$ cat config.mk
export PLATFORM = sky130hd
export DESIGN_NAME = pull_latch_seq
export DESIGN_NICKNAME = d
export VERILOG_FILES = /design/src/rtl/pull_seq_pkg.sv /design/src/rtl/pb_setup_fsm.sv /design/src/rtl/pb_clk_bank.sv /design/src/rtl/pull_latch_seq.sv
export SDC_FILE = /design/constraint.sdc
export NUM_CORES = 1
export LEC_CHECK = 0
export BUFFER_PORTS_ARGS = -buffer_cell sky130_fd_sc_hd__buf_2
export CAP_MARGIN = 10
export CORE_ASPECT_RATIO = 0.8
export CORE_MARGIN = 2
export CORE_UTILIZATION = 40
export DETAILED_ROUTE_END_ITERATION = 8
export PLACE_DENSITY = 0.56
export RECOVER_POWER = 25
export SLEW_MARGIN = 20
export SYNTH_ARGS = -nofsm -noshare
export SYNTH_HDL_FRONTEND = slang
export SYNTH_HIERARCHICAL = 1
export SYNTH_SLANG_ARGS = --single-unit
$ cat constraint.sdc
create_clock -name clk -period 5.5 [get_ports clk]
set_clock_uncertainty 0.15 [all_clocks]
set_input_delay 0.275 -clock clk [delete_from_list [all_inputs] [get_ports clk]]
set_output_delay 0.275 -clock clk [all_outputs]
set_load 0.01 [all_outputs]
$ cat src/rtl/pull_seq_pkg.sv
package pull_seq_pkg;
    typedef enum logic [0:0] {
        ST_ARMED    = 1'b0,
        ST_SETTLING = 1'b1
    } timer_state_t;

    localparam logic [1:0] PULL_OFF  = 2'd0;
    localparam logic [1:0] PULL_DOWN = 2'd1;
    localparam logic [1:0] PULL_UP   = 2'd2;

    function automatic logic [1:0] sanitize_code(input logic [1:0] c);
        return (c == 2'd3) ? PULL_OFF : c;
    endfunction
endpackage

$ cat src/rtl/pb_setup_fsm.sv
module pb_setup_fsm
    import pull_seq_pkg::*;
#(
    parameter int SETUP_CYC = 150
) (
    input  logic clk,
    input  logic rst_n,
    input  logic code_wr,
    output logic ready
);
    localparam int CW = $clog2(SETUP_CYC + 1);
    localparam logic [CW-1:0] LOAD = CW'(SETUP_CYC - 1);

    timer_state_t state_q, state_d;
    logic [CW-1:0] cnt_q, cnt_d;

    // state register
    always_ff @(posedge clk) begin
        if (!rst_n) begin
            state_q <= ST_ARMED;
            cnt_q   <= '0;
        end else begin
            state_q <= state_d;
            cnt_q   <= cnt_d;
        end
    end

    // transitions: code write -> SETTLING, count exhausted -> ARMED
    always_comb begin
        state_d = state_q;
        cnt_d   = cnt_q;
        unique case (state_q)
            ST_ARMED: begin
                if (code_wr) begin
                    state_d = ST_SETTLING;
                    cnt_d   = LOAD;
                end
            end
            ST_SETTLING: begin
                if (code_wr) begin
                    cnt_d = LOAD;
                end else if (cnt_q == '0) begin
                    state_d = ST_ARMED;
                end else begin
                    cnt_d = cnt_q - 1'b1;
                end
            end
            default: state_d = ST_ARMED;
        endcase
    end

    // outputs
    always_comb begin
        unique case (state_q)
            ST_ARMED:    ready = 1'b1;
            ST_SETTLING: ready = (cnt_q == '0);
            default:     ready = 1'b0;
        endcase
    end
endmodule

$ cat src/rtl/pb_clk_bank.sv
module pb_clk_bank #(
    parameter int W = 32
) (
    input  logic         clk,
    input  logic         rst_n,
    input  logic         wr_en,
    input  logic [W-1:0] wdata,
    output logic [W-1:0] rise
);
    logic [W-1:0] bits_q;

    always_ff @(posedge clk) begin
        if (!rst_n)     bits_q <= '0;
        else if (wr_en) bits_q <= wdata;
    end

    assign rise = wr_en ? (wdata & ~bits_q) : '0;
endmodule

$ cat src/rtl/pull_latch_seq.sv
module pull_latch_seq
    import pull_seq_pkg::*;
#(
    parameter int              NPINS     = 54,
    parameter int              SETUP_CYC = 150,
    parameter int              ADDR_W    = 8,
    parameter logic [ADDR_W-1:0] CODE_ADDR = 8'h94,
    parameter logic [ADDR_W-1:0] CLK_BASE  = 8'h98
) (
    input  logic              clk,
    input  logic              rst_n,
    input  logic              bus_wr,
    input  logic [ADDR_W-1:0] bus_addr,
    input  logic [31:0]       bus_wdata,
    output logic [NPINS-1:0]  pad_pull_up,
    output logic [NPINS-1:0]  pad_pull_dn,
    output logic              setup_err
);
    localparam int NBANKS = (NPINS + 31) / 32;

    logic             code_wr;
    logic [1:0]       code_q;
    logic             setup_ready;
    logic [NPINS-1:0] rise_all;
    logic [1:0]       pin_q [NPINS];

    assign code_wr = bus_wr && (bus_addr == CODE_ADDR);

    always_ff @(posedge clk) begin
        if (!rst_n)       code_q <= PULL_OFF;
        else if (code_wr) code_q <= bus_wdata[1:0];
    end

    pb_setup_fsm #(.SETUP_CYC(SETUP_CYC)) u_timer (
        .clk(clk), .rst_n(rst_n), .code_wr(code_wr), .ready(setup_ready)
    );

    for (genvar b = 0; b < NBANKS; b++) begin : g_bank
        localparam int BW = (b == NBANKS - 1) ? (NPINS - 32 * b) : 32;
        localparam logic [ADDR_W-1:0] BADDR = ADDR_W'(CLK_BASE + 4 * b);
        logic [BW-1:0] rise_b;
        pb_clk_bank #(.W(BW)) u_bank (
            .clk(clk), .rst_n(rst_n),
            .wr_en(bus_wr && (bus_addr == BADDR)),
            .wdata(bus_wdata[BW-1:0]),
            .rise(rise_b)
        );
        assign rise_all[32*b +: BW] = rise_b;
    end

    for (genvar p = 0; p < NPINS; p++) begin : g_pin
        always_ff @(posedge clk) begin
            if (!rst_n)
                pin_q[p] <= PULL_OFF;
            else if (rise_all[p] && setup_ready)
                pin_q[p] <= sanitize_code(code_q);
        end
        assign pad_pull_up[p] = (pin_q[p] == PULL_UP);
        assign pad_pull_dn[p] = (pin_q[p] == PULL_DOWN);
    end

    always_ff @(posedge clk) begin
        if (!rst_n)                          setup_err <= 1'b0;
        else if ((|rise_all) && !setup_ready) setup_err <= 1'b1;
    end
endmodule

==> results.toml, run 1 <==
[clocking]
numCtsBuffers = 17
post_cts_resized = 0
cts_root_buffer = "clkbuf_16"
tritoncts = "built"
clock_tree.buffer_depth = 2
clk_latency_ns = 0.43
cts_sinks = 174
htreeDepth = 4
path_clk_slew_ns = 0.07

[synthesis]
synth_top_cell_by_area = "edfxtp_1"
ys.flop_type = "edfxtp_1"
synth.yosys.seq_area_share = 0.5315
synthesis.nets = 838
synth_edf_count = 108
yosysMostFrequentCell = "nor2b_1"
postSynthAreaPerCell_sq_um = 10.81
ys_types = 52
synth_async_sr_flop_share = 0
ys_seq_elements = 174
netlist_area_sq_um = 8587
synth_cells = 794
synthDominantCellAreaShare = 0.3777
yosys-top-cells-count = "nor2b_1 (164), nand2_1 (113), edfxtp_1 (108)"
synth.area.top_cells = "edfxtp_1 (38%), dfxtp_1 (15%), nor2b_1 (12%)"
yosys_warnings = 6

[worst_setup_path]
crit_fanout = 36
path_delay_family = "simple AND/OR/NAND/NOR gates"
cp.arrival_ns = 3.26
crit_required_ns = 5.65
path_cells = "inv_1 > ha_1 > nor4b_2 > a21boi_2 > inv_2 > nand2_2 > nor3b_4 > buf_4 > and2_1"
regToRegEndpoint = "pin_q[0][37]$_SDFFCE_PN0P_"
cp_slowest_stage_delay_ns = 0.78
r2r_cells = 9
crit_slowest_cell = "nor3b_4"
reg2reg_slack_ns = 2.39
path_buf_inv = 3
reg2reg_from = "u_timer/cnt_q[0]$_SDFFE_PN0P_"
critPathLaunchType = "flip-flop"
worst_setup_path_end_kind = "flip-flop"
critPathKind = "flip-flop to flip-flop"

[worst_hold_path]
holdPathEnd = "g_bank[1].u_bank/bits_q[2]$_SDFFE_PN0P_"
hold_start = "bus_wdata[2]"
holdPathStages = 3
holdCritPathClass = "input port to flip-flop"

[route]
vias = 5915
antenna_left = 0
dr.pass1.iters = 4
wire_per_inst_um = 16.36
drt-initial-drc-count = 367
route.detailed.drc = 0
routed_wl_um = 20040
via_per_inst = 4.829

[place]
placed_cells = 1180
port-buffer-count = 151
dpl.hpwl_um = 14270
preCtsSetupSlack_ns = 2.348
gp_congestion = 0.7291
place_area_sq_um = 9478

[sta]
setup-violations-final = 0
setup-tns-final_ns = 0
layout_setup_ws_ns = 2.385
hold_ws_ns = 0.02330
hold_viol = 0
clock.fmax_mhz = 321.0
finalMaxSlewViolations = 0
rsz0062_at_grt = "no"
tightest_slew_ns = 0.8968
fin_crit_sh = 0.5663
relSlewSlack = 0.4015
fin_crit_ns = 3.115

[die]
die_w_um = 167.8
start_util = 0.4113
num_rows = 47
coreArea_sq_um = 20880
ioPinCount = 152
dieArea_sq_um = 22660
die_h_um = 135.1

[job]
drv_cap = 0

[layout]
insertedDiodeCount = 0
layoutNonFillerInstCount = 1225
drive_gt1_frac = 0.1161
nFillCells = 1987
nets = 987
areaGrowthSynthToFinish_pct = 17.28
fin_util = 0.4824
final_area_sq_um = 10070

[power_and_ir_drop]
powerDensity_nw_per_um2 = 274.1
vdd_ir_drop_max_v = 0.0001405
leakage_nw = 3.839
power_mw = 2.761

[grt]
gr-total-overflow = 0
grt_pass1_vias = 5461
grt_usage = 0.1781
grt_pass1_wl_um = 30750
grt_max_degree = 72
antenna_found_initial = 0

[outcome]
status = "completed"
[metal layers]
layer / up-vias / track usage / part of all wire
met5: - / 0 / 0
met3: 10 / 0.03546 / 0.057
met2: 162 / 0.2528 / 0.41
met4: 0 / 0.04203 / 0.0074
met1: 2740 / 0.2773 / 0.52
li1: 3003 / - / -
[how the worst max path moves through the flow]
stage                                  startpoint                          to  slack [ns]  depth (start not counted)
finish              u_timer/cnt_q[0]$_SDFFE_PN0P_  pin_q[0][37]$_SDFFCE_PN0P_        2.39                          9
floorplan                             bus_addr[4]      setup_err$_SDFFE_PN0P_        3.33                          9
CTS                 u_timer/cnt_q[0]$_SDFFE_PN0P_   pin_q[0][1]$_SDFFCE_PN0P_        2.32                          9
global placement    u_timer/cnt_q[0]$_SDFFE_PN0P_   pin_q[0][1]$_SDFFCE_PN0P_        2.37                          9
detailed placement  u_timer/cnt_q[0]$_SDFFE_PN0P_   pin_q[0][1]$_SDFFCE_PN0P_        2.35                          9
global route        u_timer/cnt_q[5]$_SDFFE_PN0P_  pin_q[0][27]$_SDFFCE_PN0P_        2.11                          7
[sequential cells by signal (all words and copies together), names as in the netlist]
signal and count:
g_bank.u_bank/bits_q 54, code_q 2, setup_err 1, u_timer/state_q 1, u_timer/cnt_q 8, pin_q 108
[final cells by class]
cell class / instances / area (sq um) / share of cell area
clock buffer: 18 / 429.2 / 0.04261
clock inverter: 14 / 157.7 / 0.01565
inverter: 9 / 33.78 / 0.003354
multi-input combinational: 570 / 3727 / 0.3701
sequential: 174 / 4564 / 0.4532
tap: 269 / 336.6 / 0.03342
timing repair buffer: 171 / 822.0 / 0.08163
[logic make-up after synthesis]
family | after synthesis | share of synthesized area
mux | 53 | 0.06178
fa+ha+maj | 1 | 0.001457
compound gates | 27 | 0.02492
flops | 174 | 0.5315
simple gates | 489 | 0.3447
buf+inv | 50 | 0.03555
[worst register-to-register path, stage by stage, from the launching register on]
cell	delay (ns)
dfxtp_1	0.34
inv_1	0.07
ha_1	0.18
nor4b_2	0.44
a21boi_2	0.16
inv_2	0.11
nand2_2	0.08
nor3b_4	0.78
buf_4	0.46
and2_1	0.21
[placed cells by master (no fill, tap or decap), drive strengths merged, types with 2 or more instances in the layout]
master / n
nand2: 114
a31o: 2
and2: 108
dfxtp: 66
nor3: 5
and3b: 52
nor3b: 3
dlygate4sd3: 13
nand2b: 5
bufinv: 2
inv: 13
a21oi: 7
mux2i: 53
or3b: 2
clkinvlp: 6
o31ai: 3
or3: 2
o21a: 2
buf: 63
nand4: 6
or2: 2
nor2: 6
nor4: 14
clkbuf: 113
nor2b: 164
clkinv: 2
edfxtp: 108
a21boi: 4
[timing repair]
| item | CTS | global route |
|---|---|---|
| hold buffers | 13 | 0 |
| endpoints found under the hold margin | 16 | 0 |
| setup buffers | 0 | 0 |
[power breakdown]
group / internal (mW) / leakage (nW) / switching, mW
clock network: 0.676 / 0.266 / 0.524
registers: 1.41 / 1.64 / 0.0161
logic: 0.0548 / 1.93 / 0.0817
No activity file was read; power rests on OpenSTA's default activity.
==> run 2: changes to the inputs <==
Clock period 5.5 ns to 2.9 ns, I/O delays scaled along.
==> results.toml, run 2 (same netlist as run 1, synthesis figures left out) <==
[outcome]
status = "completed"

[clocking]
post-cts-setup-buffer-count = 0
cts_sinks = 174
tritoncts = "built"
postCtsHoldBufs = 37
numCtsBuffers = 17
post_cts_resized = 0
clk_latency_ns = 0.43
cts_root_buffer = "clkbuf_16"
path_clk_slew_ns = 0.07
clock_tree.buffer_depth = 2
htreeDepth = 4

[route]
vias = 6000
wire_per_inst_um = 15.88
dr.pass1.iters = 5
routed_wl_um = 19980
drt-initial-drc-count = 342
antenna_left = 0
route.detailed.drc = 0
via_per_inst = 4.769

[sta]
tightest_slew_ns = 0.8274
clock.fmax_mhz = 385.9
setup-violations-final = 0
rsz0062_at_grt = "no"
setup-tns-final_ns = 0
finalMaxSlewViolations = 0
relSlewSlack = 0.4471
fin_crit_sh = 0.8935
hold_viol = 0
fin_crit_ns = 2.591

[layout]
drive_gt1_frac = 0.1203
areaGrowthSynthToFinish_pct = 21.42
fin_util = 0.4994
final_cell_mix = "nor2b_1 (164), nand2_1 (113), edfxtp_1 (108)"
reg_top3 = "pin_q x108, g_bank.u_bank/bits_q x54, u_timer/cnt_q x8"
insertedDiodeCount = 0
nFillCells = 1971
largest_register_ffs = 108
top_register = "pin_q"
nets = 1020
layout_commonest_cell = "nor2b_1"

[worst_setup_path]
critPathKind = "input port to flip-flop"
cp.arrival_ns = 2.75
worst_setup_path_end_kind = "flip-flop"
crit_fanout = 32
reg2reg_slack_ns = 0.69
crit_required_ns = 3.06
critPathLaunchType = "input port"

[place]
dpl.hpwl_um = 14200
gp_congestion = 0.7550
port-buffer-count = 151

[die]
die_w_um = 167.8
start_util = 0.4113
coreArea_sq_um = 20880
dieArea_sq_um = 22660
ioPinCount = 152
die_h_um = 135.1
num_rows = 47

[grt]
grt_max_degree = 55
grt_pass1_wl_um = 30970
antenna_found_initial = 0
grt_pass1_vias = 5528
gr-total-overflow = 0
grt_usage = 0.1801

[power_and_ir_drop]
powerDensity_nw_per_um2 = 506.0
vdd_ir_drop_max_v = 0.0002667
leakage_nw = 4.002

[job]
drv_cap = 0

[worst_hold_path]
holdCritPathClass = "input port to flip-flop"
run 2: cell types whose count changed in the layout (fill, tap and decap cells not counted), moves of 2 or more:
| cell | change |
|---|---|
| clkbuf_1 | +2 |
| buf_12 | +4 |
| clkinvlp_4 | -4 |
| dlygate4sd3_1 | +24 |
| buf_2 | -2 |
| buf_4 | +5 |
| clkinv_2 | +3 |
run 2: path summary, 6_finish.rpt:
kind	startpoint	endpoint	cells past startpoint
worst max-delay path	bus_addr[3]	setup_err$_SDFFE_PN0P_	9
worst min-delay path	rst_n	g_bank[1].u_bank/bits_q[17]$_SDFFE_PN0P_	2
worst max register to register	u_timer/cnt_q[0]$_SDFFE_PN0P_	pin_q[1][31]$_SDFFCE_PN0P_	9
worst min register to register	u_timer/cnt_q[1]$_SDFFE_PN0P_	u_timer/cnt_q[1]$_SDFFE_PN0P_	2
run 2: power by group:
part	switching [mW]	leakage [nW]	internal [mW]
Clock	0.993	0.280	1.30
Sequential	0.0283	1.64	2.67
Combinational	0.163	2.08	0.124
Total	1.18	4.00	4.09
run 2: per-stage QoR:
step	setup WS (ns)	hold WS, ns	instance area [sq um]	power (mW)	cells
after floorplan	0.7352	0.1127	8587	2.875	794
after global placement	0.2437	0.2752	9595	3.014	1189
after detailed placement	0.2274	0.2804	9595	3.016	1189
after CTS	0.3604	0.0005546	10550	5.323	1258
after global routing	0.1908	0.01296	10430	5.450	1258
final	0.3090	0.01202	10430	5.276	1258
run 2: worst max-delay path, cell delays in order:
cell           delay (ns)
dlygate4sd3_1        0.53
buf_2                0.13
nand3_1              0.17
nor2_4               0.19
buf_12               0.22
and3b_1              0.22
nor4_1               0.49
nand4_1              0.22
o41a_1               0.40
run 2: final cells by class:
type	count	area [sq um]	share of cell area
inverters	9	33.78	0.003240
clock inverters	13	138.9	0.01332
flip-flops and latches	174	4564	0.4378
clock buffers	19	442.9	0.04248
multi-input cells	570	3732	0.3580
repair buffers	204	1177	0.1129
well taps	269	336.6	0.03228
run 2: routing by layer:
metal  GRT usage  routed length (um)  up-vias
met3     0.03898                 900       10
li1            -                   -     3059
met5           0                   0        -
met1      0.2824               10840     2781
met4     0.03913                  91        0
met2      0.2518                8146      150
==> run 3: changes to the inputs <==
Settings changed: CORE_MARGIN 2 to 5.
==> results.toml, run 3 (same netlist as run 1, synthesis figures left out) <==
[outcome]
status = "completed"

[sta]
fin_crit_ns = 2.460
setup-violations-final = 0
relSlewSlack = 0.5180
rsz0062_at_grt = "no"
setup-tns-final_ns = 0
hold_viol = 0
clock.fmax_mhz = 406.4
tightest_slew_ns = 0.7213
finalMaxSlewViolations = 0
fin_crit_sh = 0.8484
layout_setup_ws_ns = 0.4395

[worst_setup_path]
regToRegEndpoint = "pin_q[1][23]$_SDFFCE_PN0P_"
reg2reg_from = "u_timer/cnt_q[0]$_SDFFE_PN0P_"
r2r_cells = 9
critPathLaunchType = "input port"
cp.arrival_ns = 2.62
critPathKind = "input port to flip-flop"
reg2reg_slack_ns = 0.67
crit_required_ns = 3.06
worst_setup_path_end_kind = "flip-flop"
crit_fanout = 27

[die]
coreArea_sq_um = 21320
die_w_um = 173.8
ioPinCount = 152
start_util = 0.4028
num_rows = 48
die_h_um = 141.1
dieArea_sq_um = 24520

[clocking]
cts_sinks = 174
clock_tree.buffer_depth = 2
clk_latency_ns = 0.42
cts_root_buffer = "clkbuf_16"
numCtsBuffers = 17
tritoncts = "built"
path_clk_slew_ns = 0.06
post-cts-setup-buffer-count = 0
htreeDepth = 4

[power_and_ir_drop]
leakage_nw = 3.965
vdd_ir_drop_max_v = 0.0003205
powerDensity_nw_per_um2 = 495.1

[layout]
insertedDiodeCount = 0
nets = 1018
drive_gt1_frac = 0.1175
largest_register_ffs = 108
nFillCells = 2012
areaGrowthSynthToFinish_pct = 21.07
top_register = "pin_q"
final_cell_mix = "nor2b_1 (164), nand2_1 (113), edfxtp_1 (108)"
layout_commonest_cell = "nor2b_1"
reg_top3 = "pin_q x108, g_bank.u_bank/bits_q x54, u_timer/cnt_q x8"
fin_util = 0.4876

[grt]
grt_usage = 0.1690
grt_max_degree = 94
grt_pass1_wl_um = 32510
gr-total-overflow = 0
grt_pass1_vias = 5846
antenna_found_initial = 0

[route]
antenna_left = 0
vias = 6029
via_per_inst = 4.777
routed_wl_um = 20580
route.detailed.drc = 0
drt-initial-drc-count = 347
wire_per_inst_um = 16.30
dr.pass1.iters = 5

[place]
port-buffer-count = 151
gp_congestion = 0.7406
preCtsSetupSlack_ns = 0.2934
dpl.hpwl_um = 14490

[worst_hold_path]
holdPathStages = 4
hold_start = "bus_addr[1]"
holdPathEnd = "code_q[0]$_SDFFE_PN0P_"
holdCritPathClass = "input port to flip-flop"

[job]
drv_cap = 0
run 3: metal layers:
metal,share of wire,vias up,track usage,wire length [um]
met5,0,-,0,0
met4,0.011,0,0.04332,234
met3,0.054,20,0.04290,1104
met2,0.41,152,0.2371,8342
met1,0.53,2796,0.2592,10890
li1,-,3061,-,-
run 3: per-stage QoR:
stage | hold WS [ns] | power [mW] | std cells | area [sq um]
after floorplan | 0.1127 | 2.875 | 794 | 8587
after global placement | 0.2746 | 3.018 | 1194 | 9608
after detailed placement | 0.2836 | 3.020 | 1194 | 9608
after CTS | 0.05542 | 5.192 | 1262 | 10520
after global routing | 0.08993 | 5.325 | 1262 | 10400
final | 0.08184 | 5.147 | 1262 | 10400
run 3: power breakdown:
| part | switching (mW) | internal (mW) |
|---|---|---|
| clock network | 0.978 | 1.18 |
| registers | 0.0295 | 2.67 |
| logic | 0.163 | 0.124 |
run 3: cell type report:
class	instances	area, sq um	area share
clock buffer	18	429.2	0.04128
tap	275	344.1	0.03310
multi-input combinational	570	3732	0.3590
timing repair buffer	202	1172	0.1128
inverter	9	33.78	0.003249
sequential	174	4564	0.4390
clock inverter	14	120.1	0.01155
run 3: timing repair:
action | in CTS | in global routing
hold buffers | 36 | 0
hold endpoints to repair | 59 | 0
resized for setup | 0 | 0
run 3: worst max path at each step:
stage | startpoint | end | cells past startpoint
global route | bus_addr[3] | setup_err$_SDFFE_PN0P_ | 9
global placement | bus_addr[4] | setup_err$_SDFFE_PN0P_ | 9
detailed placement | bus_addr[1] | pin_q[0][14]$_SDFFCE_PN0P_ | 8
floorplan | u_timer/cnt_q[0]$_SDFFE_PN0P_ | pin_q[0][0]$_SDFFCE_PN0P_ | 9
CTS | bus_addr[3] | setup_err$_SDFFE_PN0P_ | 9
finish | bus_addr[3] | setup_err$_SDFFE_PN0P_ | 9
run 3: worst max-delay path, stage by stage:
cell           delay [ns]
dlygate4sd3_1        0.53
buf_2                0.14
nand3_1              0.17
nor2_4               0.18
buf_12               0.20
and3b_1              0.23
nor4_1               0.36
nand4_1              0.19
o41a_1               0.44
